## src/rtl/pin_route_pkg.sv

```systemverilog
package pin_route_pkg;

   localparam int SEL_W = 5;
   localparam int NSRC  = 11;
   localparam int IDX_W = 4;

   typedef logic [SEL_W-1:0] sel_t;

   typedef enum logic [SEL_W-1:0] {
      SEL_LATCH   = 5'b00000,
      SEL_CMP_A   = 5'b00001,
      SEL_CMP_B   = 5'b00010,
      SEL_CMP_C   = 5'b11110,
      SEL_UTX     = 5'b00011,
      SEL_URTS    = 5'b00100,
      SEL_SCLK    = 5'b01000,
      SEL_SDOUT   = 5'b00111,
      SEL_SSEL    = 5'b01001,
      SEL_CMPR_A  = 5'b10010,
      SEL_CMPR_B  = 5'b10011,
      SEL_PULSE   = 5'b11101
   } sel_code_e;

   typedef struct packed {
      logic             hit;
      logic [IDX_W-1:0] idx;
   } src_pick_t;

   // Translate a select code into a peripheral bit index; hit=0 means latch.
   function automatic src_pick_t decode_sel(input sel_t code);
      src_pick_t p;
      p.hit = 1'b1;
      p.idx = '0;
      case (code)
         SEL_CMP_A:  p.idx = 4'd0;
         SEL_CMP_B:  p.idx = 4'd1;
         SEL_CMP_C:  p.idx = 4'd2;
         SEL_UTX:    p.idx = 4'd3;
         SEL_URTS:   p.idx = 4'd4;
         SEL_SCLK:   p.idx = 4'd5;
         SEL_SDOUT:  p.idx = 4'd6;
         SEL_SSEL:   p.idx = 4'd7;
         SEL_CMPR_A: p.idx = 4'd8;
         SEL_CMPR_B: p.idx = 4'd9;
         SEL_PULSE:  p.idx = 4'd10;
         default:    p.hit = 1'b0;
      endcase
      return p;
   endfunction

endpackage

```

## src/rtl/route_cell.sv

```systemverilog
module route_cell
   import pin_route_pkg::*;
#(
   parameter int W = SEL_W
) (
   input  logic         clk,
   input  logic         rst_n,
   input  logic         lock,
   input  logic         wr_req,
   input  logic [W-1:0] wdata,
   input  logic [W-1:0] flip_mask,
   output logic [W-1:0] live,
   output logic [W-1:0] shadow
);

   logic         accept;
   logic [W-1:0] live_q;
   logic [W-1:0] shadow_q;
   logic [W-1:0] live_base;

   assign accept    = wr_req & ~lock;
   assign live_base = accept ? wdata : live_q;

   always_ff @(posedge clk or negedge rst_n) begin
      if (!rst_n) begin
         live_q   <= '0;
         shadow_q <= '0;
      end else begin
         live_q <= live_base ^ flip_mask;
         if (accept)
            shadow_q <= wdata;
      end
   end

   assign live   = live_q;
   assign shadow = shadow_q;


   locked_live_hold_chk: assert property (@(posedge clk) disable iff (!rst_n)
      (lock && flip_mask == '0) |=> live_q == $past(live_q));


   locked_shadow_hold_chk: assert property (@(posedge clk) disable iff (!rst_n)
      lock |=> shadow_q == $past(shadow_q));


   accept_loads_copy_chk: assert property (@(posedge clk) disable iff (!rst_n)
      (wr_req && !lock) |=> shadow_q == $past(wdata));


   accept_loads_live_chk: assert property (@(posedge clk) disable iff (!rst_n)
      (wr_req && !lock && flip_mask == '0) |=> live_q == shadow_q);

endmodule

```

## src/rtl/route_mux.sv

```systemverilog
module route_mux
   import pin_route_pkg::*;
#(
   parameter bit ONEHOT = 1'b0
) (
   input  sel_t            sel,
   input  logic [NSRC-1:0] src,
   input  logic            latch,
   output logic            pin
);

   generate
      if (ONEHOT) begin : g_onehot
         src_pick_t       pick;
         logic [NSRC-1:0] oh;
         assign pick = decode_sel(sel);
         for (genvar gi = 0; gi < NSRC; gi++) begin : g_line
            assign oh[gi] = pick.hit && (pick.idx == IDX_W'(gi));
         end
         assign pin = (|(oh & src)) | (~pick.hit & latch);


         onehot_clean_chk: assert final ($onehot0(oh));
      end else begin : g_case
         always_comb begin
            case (sel)
               SEL_CMP_A:  pin = src[0];
               SEL_CMP_B:  pin = src[1];
               SEL_CMP_C:  pin = src[2];
               SEL_UTX:    pin = src[3];
               SEL_URTS:   pin = src[4];
               SEL_SCLK:   pin = src[5];
               SEL_SDOUT:  pin = src[6];
               SEL_SSEL:   pin = src[7];
               SEL_CMPR_A: pin = src[8];
               SEL_CMPR_B: pin = src[9];
               SEL_PULSE:  pin = src[10];
               default:    pin = latch;
            endcase
         end
      end
   endgenerate

endmodule

```

## src/rtl/cfg_compare.sv

```systemverilog
module cfg_compare
   import pin_route_pkg::*;
#(
   parameter int NUM_PINS = 8
) (
   input  logic                           clk,
   input  logic                           rst_n,
   input  logic [NUM_PINS-1:0][SEL_W-1:0] live,
   input  logic [NUM_PINS-1:0][SEL_W-1:0] shadow,
   output logic                           mismatch
);

   logic [NUM_PINS-1:0] pin_diff;
   logic                mismatch_q;

   for (genvar gp = 0; gp < NUM_PINS; gp++) begin : g_cmp
      assign pin_diff[gp] = |(live[gp] ^ shadow[gp]);
   end

   always_ff @(posedge clk or negedge rst_n) begin
      if (!rst_n)
         mismatch_q <= 1'b0;
      else if (|pin_diff)
         mismatch_q <= 1'b1;
   end

   assign mismatch = mismatch_q;


   mismatch_sticky_chk: assert property (@(posedge clk) disable iff (!rst_n)
      mismatch_q |=> mismatch_q);


   mismatch_cause_chk: assert property (@(posedge clk) disable iff (!rst_n)
      (!mismatch_q && pin_diff == '0) |=> !mismatch_q);

endmodule

```

## src/rtl/pin_route_bank.sv

```systemverilog
module pin_route_bank
   import pin_route_pkg::*;
#(
   parameter int NUM_PINS   = 8,
   parameter bit MUX_ONEHOT = 1'b0,
   localparam int ADDR_W    = (NUM_PINS > 1) ? $clog2(NUM_PINS) : 1
) (
   input  logic                clk,
   input  logic                rst_n,
   input  logic                lock,
   input  logic                wr_en,
   input  logic [ADDR_W-1:0]   wr_addr,
   input  logic [SEL_W-1:0]    wr_data,
   input  logic [NSRC-1:0]     periph,
   input  logic [NUM_PINS-1:0] port_latch,
   input  logic                inj_en,
   input  logic [ADDR_W-1:0]   inj_pin,
   input  logic [2:0]          inj_bit,
   output logic [NUM_PINS-1:0] pin_out,
   output logic                mismatch_rst
);

   if (NUM_PINS < 1) begin : g_bad_pins
      $error("pin_route_bank: NUM_PINS must be at least 1");
   end
   if (SEL_W != 5) begin : g_bad_sel
      $error("pin_route_bank: select field must be 5 bits");
   end

   logic [NUM_PINS-1:0][SEL_W-1:0] live;
   logic [NUM_PINS-1:0][SEL_W-1:0] shadow;
   logic                           inj_ok;

   assign inj_ok = inj_en && (int'(inj_bit) < SEL_W);

   for (genvar gp = 0; gp < NUM_PINS; gp++) begin : g_pin
      logic             wr_hit;
      logic [SEL_W-1:0] flip;

      assign wr_hit = wr_en && (wr_addr == ADDR_W'(gp));

      for (genvar gb = 0; gb < SEL_W; gb++) begin : g_flip
         assign flip[gb] = inj_ok && (inj_pin == ADDR_W'(gp)) && (inj_bit == 3'(gb));
      end

      route_cell #(.W(SEL_W)) i_cell (
         .clk       (clk),
         .rst_n     (rst_n),
         .lock      (lock),
         .wr_req    (wr_hit),
         .wdata     (wr_data),
         .flip_mask (flip),
         .live      (live[gp]),
         .shadow    (shadow[gp])
      );

      route_mux #(.ONEHOT(MUX_ONEHOT)) i_mux (
         .sel   (live[gp]),
         .src   (periph),
         .latch (port_latch[gp]),
         .pin   (pin_out[gp])
      );
   end

   cfg_compare #(.NUM_PINS(NUM_PINS)) i_cmp (
      .clk      (clk),
      .rst_n    (rst_n),
      .live     (live),
      .shadow   (shadow),
      .mismatch (mismatch_rst)
   );


   inject_detect_chk: assert property (@(posedge clk) disable iff (!rst_n)
      (inj_ok && int'(inj_pin) < NUM_PINS) |=> ##1 mismatch_rst);

endmodule

```

## config.mk

```make
export PLATFORM = sky130hd
export DESIGN_NAME = pin_route_bank
export DESIGN_NICKNAME = d
export VERILOG_FILES = /design/src/rtl/pin_route_pkg.sv /design/src/rtl/route_cell.sv /design/src/rtl/route_mux.sv /design/src/rtl/cfg_compare.sv /design/src/rtl/pin_route_bank.sv
export SDC_FILE = /design/constraint.sdc
export NUM_CORES = 1
export LEC_CHECK = 0
export BUFFER_PORTS_ARGS = -buffer_cell sky130_fd_sc_hd__buf_4
export CAP_MARGIN = 40
export CORE_UTILIZATION = 30
export DETAILED_ROUTE_END_ITERATION = 16
export PLACE_DENSITY = 0.47
export SLEW_MARGIN = 10
export SYNTH_ARGS = -nofsm -noshare
export SYNTH_HDL_FRONTEND = slang
export SYNTH_SLANG_ARGS = --single-unit
export TNS_END_PERCENT = 20
```

## constraint.sdc

```tcl
create_clock -name clk -period 2.1 [get_ports clk]
set_clock_uncertainty 0.05 [all_clocks]
set_input_delay 0.42 -clock clk [delete_from_list [all_inputs] [get_ports clk]]
set_output_delay 0.42 -clock clk [all_outputs]
set_load 0.02 [all_outputs]
```

==> results of run 1 <==
routing by layer:
| metal | vias to the layer above | routed length (um) |
|---|---|---|
| met3 | 28 | 801 |
| met1 | 2515 | 8690 |
| met2 | 113 | 9200 |
| met5 | - | 0 |
| li1 | 2384 | - |
| met4 | 0 | 480 |
cell usage after synthesis (8+ instances only):
cell and number:
xor2_1 25, nand4_1 11, mux2_2 43, mux2i_1 55, xnor2_1 57, a211oi_1 8
o21ai_0 16, buf_4 10, dfrtp_1 81, inv_1 13, nor4_1 13, buf_2 19
nand3b_1 15, nand2_1 22, a21oi_1 21, nor2_1 56, clkbuf_1 30, nand2b_1 15
nand3_1 18
flip-flops by register name, indices dropped and copies added, names as in the netlist:
register,flops
g_pin.i_cell.live,40
g_pin.i_cell.shadow,40
i_cmp.mismatch,1
metrics by stage:
| step | utilization | hold slack, ps |
|---|---|---|
| floorplan | - | 74.4 |
| global placement | 0.359 | 321 |
| detailed placement | 0.359 | 322 |
| CTS | 0.383 | 397 |
| global route | 0.391 | 434 |
| finish | 0.391 | 410 |
kinds of logic (layout without fill, tap and decap cells):
group	after synthesis	in the layout	share of synthesized area
fa+ha+maj	1	1	0.00171
buf+inv	76	158	0.0622
flops	81	81	0.345
simple gates	197	197	0.186
mux	99	99	0.178
xor+xnor	82	82	0.122
compound gates	90	90	0.104
worst paths after layout:
check | slack, ps | cells after the start | endpoint
worst min-delay path | 410 | 3 | g_pin[7].i_cell.shadow[0]
worst min register to register | 460 | 1 | g_pin[1].i_cell.shadow[0]
max in group asynchronous | 940 | 3 | g_pin[5].i_cell.live[0]
worst max register to register | 120 | 6 | i_cmp.mismatch
min in group asynchronous | 480 | 2 | g_pin[7].i_cell.live[1]
worst max-delay path | -320 | 6 | pin_out[0]
cells in the final DEF, fill, tap and decap left out, types with 7 or more instances in the layout:
master and count:
nand3b_1 15, buf_4 117, mux2i_1 54, nand4_1 11, dfrtp_2 19, nor4_1 7
nand2b_1 13, clkbuf_16 9, xor2_1 25, nand3_1 18, nor3b_1 7, nand2_1 20
o21ai_0 10, dfrtp_1 62, xnor2_1 57, nor2_1 55, inv_1 13, buf_6 8
a21oi_1 16, mux2_2 42
layout make-up:
class,count,share of cell area
clock inverter,3,0.00540
multi-input combinational,469,0.496
tap,260,0.0439
clock buffer,13,0.0338
inverter,13,0.00658
timing repair buffer,129,0.138
sequential,81,0.277
worst reg2reg max path, stage by stage (launching register included):
cell,delay [ps]
dfrtp_1,430
buf_6,170
xor2_1,180
nor4_1,480
nand4_1,160
nor3_1,270
nand4_1,110
power groups by stage:
stage	clock network (W)	registers, W	logic [W]
4_1_cts	0.00162	0.00263	0.00370
5_1_grt	0.00170	0.00275	0.00420
3_5_place_dp	0	0.00263	0.00349
2_1_floorplan	0	0.00221	0.00274
3_3_place_gp	0	0.00260	0.00343
6_report	0.00158	0.00267	0.00387
timing repair:
item	CTS	global route
resized for setup	39	34
hold buffers	1	0
buffers inserted	5	4
hold endpoints to repair	25	0
endpoints found under the setup margin	8	9
pin swaps	12	10
==> results.toml, run 1 <==
[critical_path]
cpPeakStageDelay_ps = 390
cp_slowest_cell = "dfrtp_1"
crit_family = "simple AND/OR/NAND/NOR gates"
critPathRequiredTime_ps = 1630
cp-end-kind = "output port"
crit_arrival_ps = 1950
worstSetupPathType = "flip-flop to output port"
critPathLaunch = "g_pin[0].i_cell.live[0]"
crit_fanout = 3
crit_path_start_kind = "flip-flop"
r2r_start = "g_pin[7].i_cell.live[1]"
cp_cell_sequence = "or2_4, or3_4, nand2_2, a221oi_2, mux2_4, buf_6"
cp.buffers_inverters = 1

[timing]
max_freq_mhz = 414
max_slew_margin = 0.613
hold_violations = 0
fin_tns_setup_ps = -1960
worst_pin_slew_ps = 578
rsz0062_at_grt = "yes"
fin_crit_ps = 2420
postLayoutSetupSlackWorst_ps = -316
setup_violations = 8
slew_viol_final = 0
layout_worst_path_cycle_share = 1.15

[die]
core_area_um2 = 19000
rows = 50
ios = 47
die_x_um = 142
start_util = 0.310
dieArea_um2 = 20100
die_y_um = 142

[cts]
clk_pin_slew_worst_paths_ps = 60
cts.sinks = 81
cts_tree = "yes"
clk_latency_ps = 350
clk_path_buf_depth = 2
cts_made_buffers = 9
root_buffer = "clkbuf_16"
cts_htree_levels = 3

[drt]
ant_nets = 0
drc = 0
routed-via-count = 5040
post_drt_via_cell_ratio = 5.21
wl_um = 19200
dr.pass1.iters = 4
post_drt_wl_per_cell_um = 19.8
drtIter0Drc = 265

[yosys]
synth_top_cell_by_area = "dfrtp_1"
synth_edf_count = 0
synth-seq-cells = 81
synth_ff_type = "dfrtp_1"
seq_area_frac_synth = 0.345
syn_nets = 664
synth_top_area_share = 0.345
syn_area_um2 = 5870
ys_top_cells_by_area = "dfrtp_1 (35%), mux2i_1 (9.4%), xnor2_1 (8.5%)"
postSynthCellCount = 626
async_flop_share = 1.00
yosysWarnings = 0
ys_types = 70
syn_area_per_cell_um2 = 9.38

[grt]
grt_util_met3 = 0.0432
first_global_vias = 5023
use_met1 = 0.263
grt_max_degree = 41
grt-ovfl-total = 0
grt_pass1_wl_um = 29700
met2_usage = 0.331
grt.busiest_layer = "met2"
grt_usage = 0.201
antenna_found_initial = 0

[job]
cap_violations = 0

[place]
place.detailed.hpwl_um = 13700
dp_cells = 942
dp_slack_ps = -67.5
place.gp.congestion = 0.854
place_area_um2 = 6800
place.port_buffers = 46

[power]
p_comb_frac = 0.476
seq_power_share = 0.329
cell_internal_pwr_w = 0.00502
power_switching_share = 0.382
switchingPower_w = 0.00310
power.density_nw_per_um2 = 1100
p_clk_frac = 0.195
worst_ir_drop_vdd_uv = 450
p_leak_nw = 3.01
power_w = 0.00812

[cells_and_area]
fill_cells = 1881
final_cells = 968
fin_area_um2 = 7410
multi_input_comb_area_um2 = 3670
nNetsFinal = 741
drive_gt1_frac = 0.349
register_area_um2 = 2050
areaGrowthSynthToFinish_pct = 26.3
n_antenna_cell = 0

[status]
violations = "negative setup slack"
status = "finished with violations"

[hold_path]
hold_class = "input pin to flip-flop"
hold_start = "wr_data[0]"
Note: power is estimated with default switching activity, not from simulation.
==> run 2, diff against run 1 <==
- SYNTH_HIERARCHICAL: not set -> 1
==> results.toml, run 2 <==
[status]
status = "finished with violations"
violations = "negative setup slack"

[place]
dp_slack_ps = -294
place.port_buffers = 46
place.detailed.hpwl_um = 12600
place.gp.congestion = 0.834

[yosys]
synth_edf_count = 0
seq_area_frac_synth = 0.342
synth_top_cell_by_area = "dfrtp_1"
synth_ff_type = "dfrtp_1"
postSynthCellCount = 559
syn_area_per_cell_um2 = 10.6
async_flop_share = 1.00
synthTopCellsByCount = "dfrtp_1 (81), xnor2_1 (80), mux2i_1 (64)"
syn_nets = 597
syn_area_um2 = 5920
ys_top_cells_by_area = "dfrtp_1 (34%), xnor2_1 (12%), mux2i_1 (11%)"
synth-seq-cells = 81
ys_types = 34
synth.most_common_cell = "dfrtp_1"
yosysWarnings = 6
synth_top_area_share = 0.342

[drt]
wl_um = 16900
dr.pass1.iters = 4
drc = 0
routed-via-count = 4629
post_drt_wl_per_cell_um = 18.3
ant_nets = 0
post_drt_via_cell_ratio = 5.00
drtIter0Drc = 190

[cts]
cts_made_buffers = 9
root_buffer = "clkbuf_16"
cts_htree_levels = 3
clk_path_buf_depth = 2
cts.sinks = 81
clk_latency_ps = 340
clk_pin_slew_worst_paths_ps = 60
cts_tree = "yes"

[critical_path]
cp_cell_sequence = "buf_6, or4_4, o22ai_2, nand3b_1, mux2i_4, buf_6"
crit_path_start_kind = "flip-flop"
crit_fanout = 4
cp_slowest_cell = "or4_4"
worstSetupPathType = "flip-flop to output port"
crit_arrival_ps = 2110
cpPeakStageDelay_ps = 470
crit_top_cell = "buf_6"
cp-end-kind = "output port"
critPathRequiredTime_ps = 1630

[timing]
layout_worst_path_cycle_share = 1.23
max_freq_mhz = 387
slew_viol_final = 0
worst_pin_slew_ps = 597
rsz0062_at_grt = "yes"
fin_crit_ps = 2580
hold_violations = 0
max_slew_margin = 0.600
postLayoutSetupSlackWorst_ps = -484
fin_tns_setup_ps = -3360
setup_violations = 8

[grt]
grt-ovfl-total = 0
first_global_vias = 4703
grt_max_degree = 36
grt_usage = 0.174
grt_pass1_wl_um = 26600
antenna_found_initial = 0

[cells_and_area]
n_antenna_cell = 0
final_common_cell = "buf_4"
areaGrowthSynthToFinish_pct = 28.3
nNetsFinal = 693
drive_gt1_frac = 0.356
layout_common_cells = "buf_4 (104), xnor2_1 (80), dfrtp_1 (73)"

[die]
dieArea_um2 = 20300
rows = 51
ios = 47
die_x_um = 142
die_y_um = 142
core_area_um2 = 19400
start_util = 0.305

[hold_path]
hold_class = "input pin to flip-flop"

[job]
cap_violations = 0

[power]
worst_ir_drop_vdd_uv = 470
p_leak_nw = 3.14
power.density_nw_per_um2 = 1190
-- run 2: changes by cell type after synthesis, moves of 11 or more --
cell / previous run / this run
nand2_1: 22 / 10
nand3b_1: 15 / 27
xnor2_1: 57 / 80
or3b_1: 0 / 11
o21ai_0: 16 / 0
xor2_1: 25 / 6
buf_2: 19 / 0
clkbuf_1: 30 / 3
nand2b_1: 15 / 3
buf_6: 1 / 25
-- run 2: cells by family (layout without fill, tap and decap cells) --
family                 Yosys count  after routing  share of synthesized area
AO/OA/AOI/OAI                   50             50                     0.0605
multiplexers                   112            112                      0.215
AND/OR/NAND/NOR                184            184                      0.194
buffers and inverters           46            147                     0.0609
XOR/XNOR                        86             86                      0.127
flip-flops                      81             81                      0.342
-- run 2: layout make-up --
class                   instances  area, um2
inverters                      18       67.6
multi-input cells             432       3870
fillers                      1907      11800
clock inverters                 5        125
repair buffers                113        907
clock buffers                  11        253
well taps                     265        332
flip-flops and latches         81       2040
-- run 2: per-layer routing --
| metal | track usage | wire, um | vias to the layer above |
|---|---|---|---|
| met5 | 0 | 0 | - |
| met4 | 0.0509 | 231 | 0 |
| met3 | 0.0195 | 692 | 19 |
| met2 | 0.282 | 7870 | 101 |
| met1 | 0.242 | 8090 | 2302 |
| li1 | - | - | 2207 |
-- run 2: report_power, final --
part           internal (W)  switching [W]
Combinational       0.00238        0.00216
Clock               0.00134       0.000629
Sequential          0.00204       0.000517
Total               0.00577        0.00330
-- run 2: path summary, 6_finish.rpt --
path	to	cells past startpoint	from	slack [ps]
min	g_pin[5].i_cell/shadow[2]	2	wr_data[2]	430
max	pin_out[7]	6	g_pin[7].i_cell/live[0]	-480
max in group asynchronous	g_pin[0].i_cell/shadow[4]	3	rst_n	910
min in group asynchronous	g_pin[3].i_cell/shadow[1]	2	rst_n	520
min reg2reg	g_pin[7].i_cell/shadow[1]	1	g_pin[7].i_cell/shadow[1]	480
max reg2reg	i_cmp/mismatch	6	g_pin[1].i_cell/live[3]	280
-- run 2: per-stage QoR --
stage,power [W],utilization,std cells,instance area (um2),hold WS [ps]
2_1_floorplan,0.00548,-,559,6090,74.4
3_3_place_gp,0.00673,0.361,907,7000,363
3_5_place_dp,0.00683,0.361,907,7000,362
4_1_cts,0.00897,0.386,925,7490,427
5_1_grt,0.00961,0.391,925,7590,438
6_report,0.00907,0.391,925,7590,427
-- run 2: what timing repair did --
item,CTS,global route
pin swaps,2,6
endpoints found under the hold margin,10,0
buffers inserted,1,0
hold buffers,1,0
gates resized for setup,16,17
endpoints found under the setup margin,8,8
-- run 2: worst max-delay path: cells and delay by family, from the launching register on --
kind	cells	cell delay [ps]
AND/OR/NAND/NOR	2	680
flip-flops	1	440
buffers and inverters	2	270
multiplexers	1	260
AO/OA/AOI/OAI	1	140
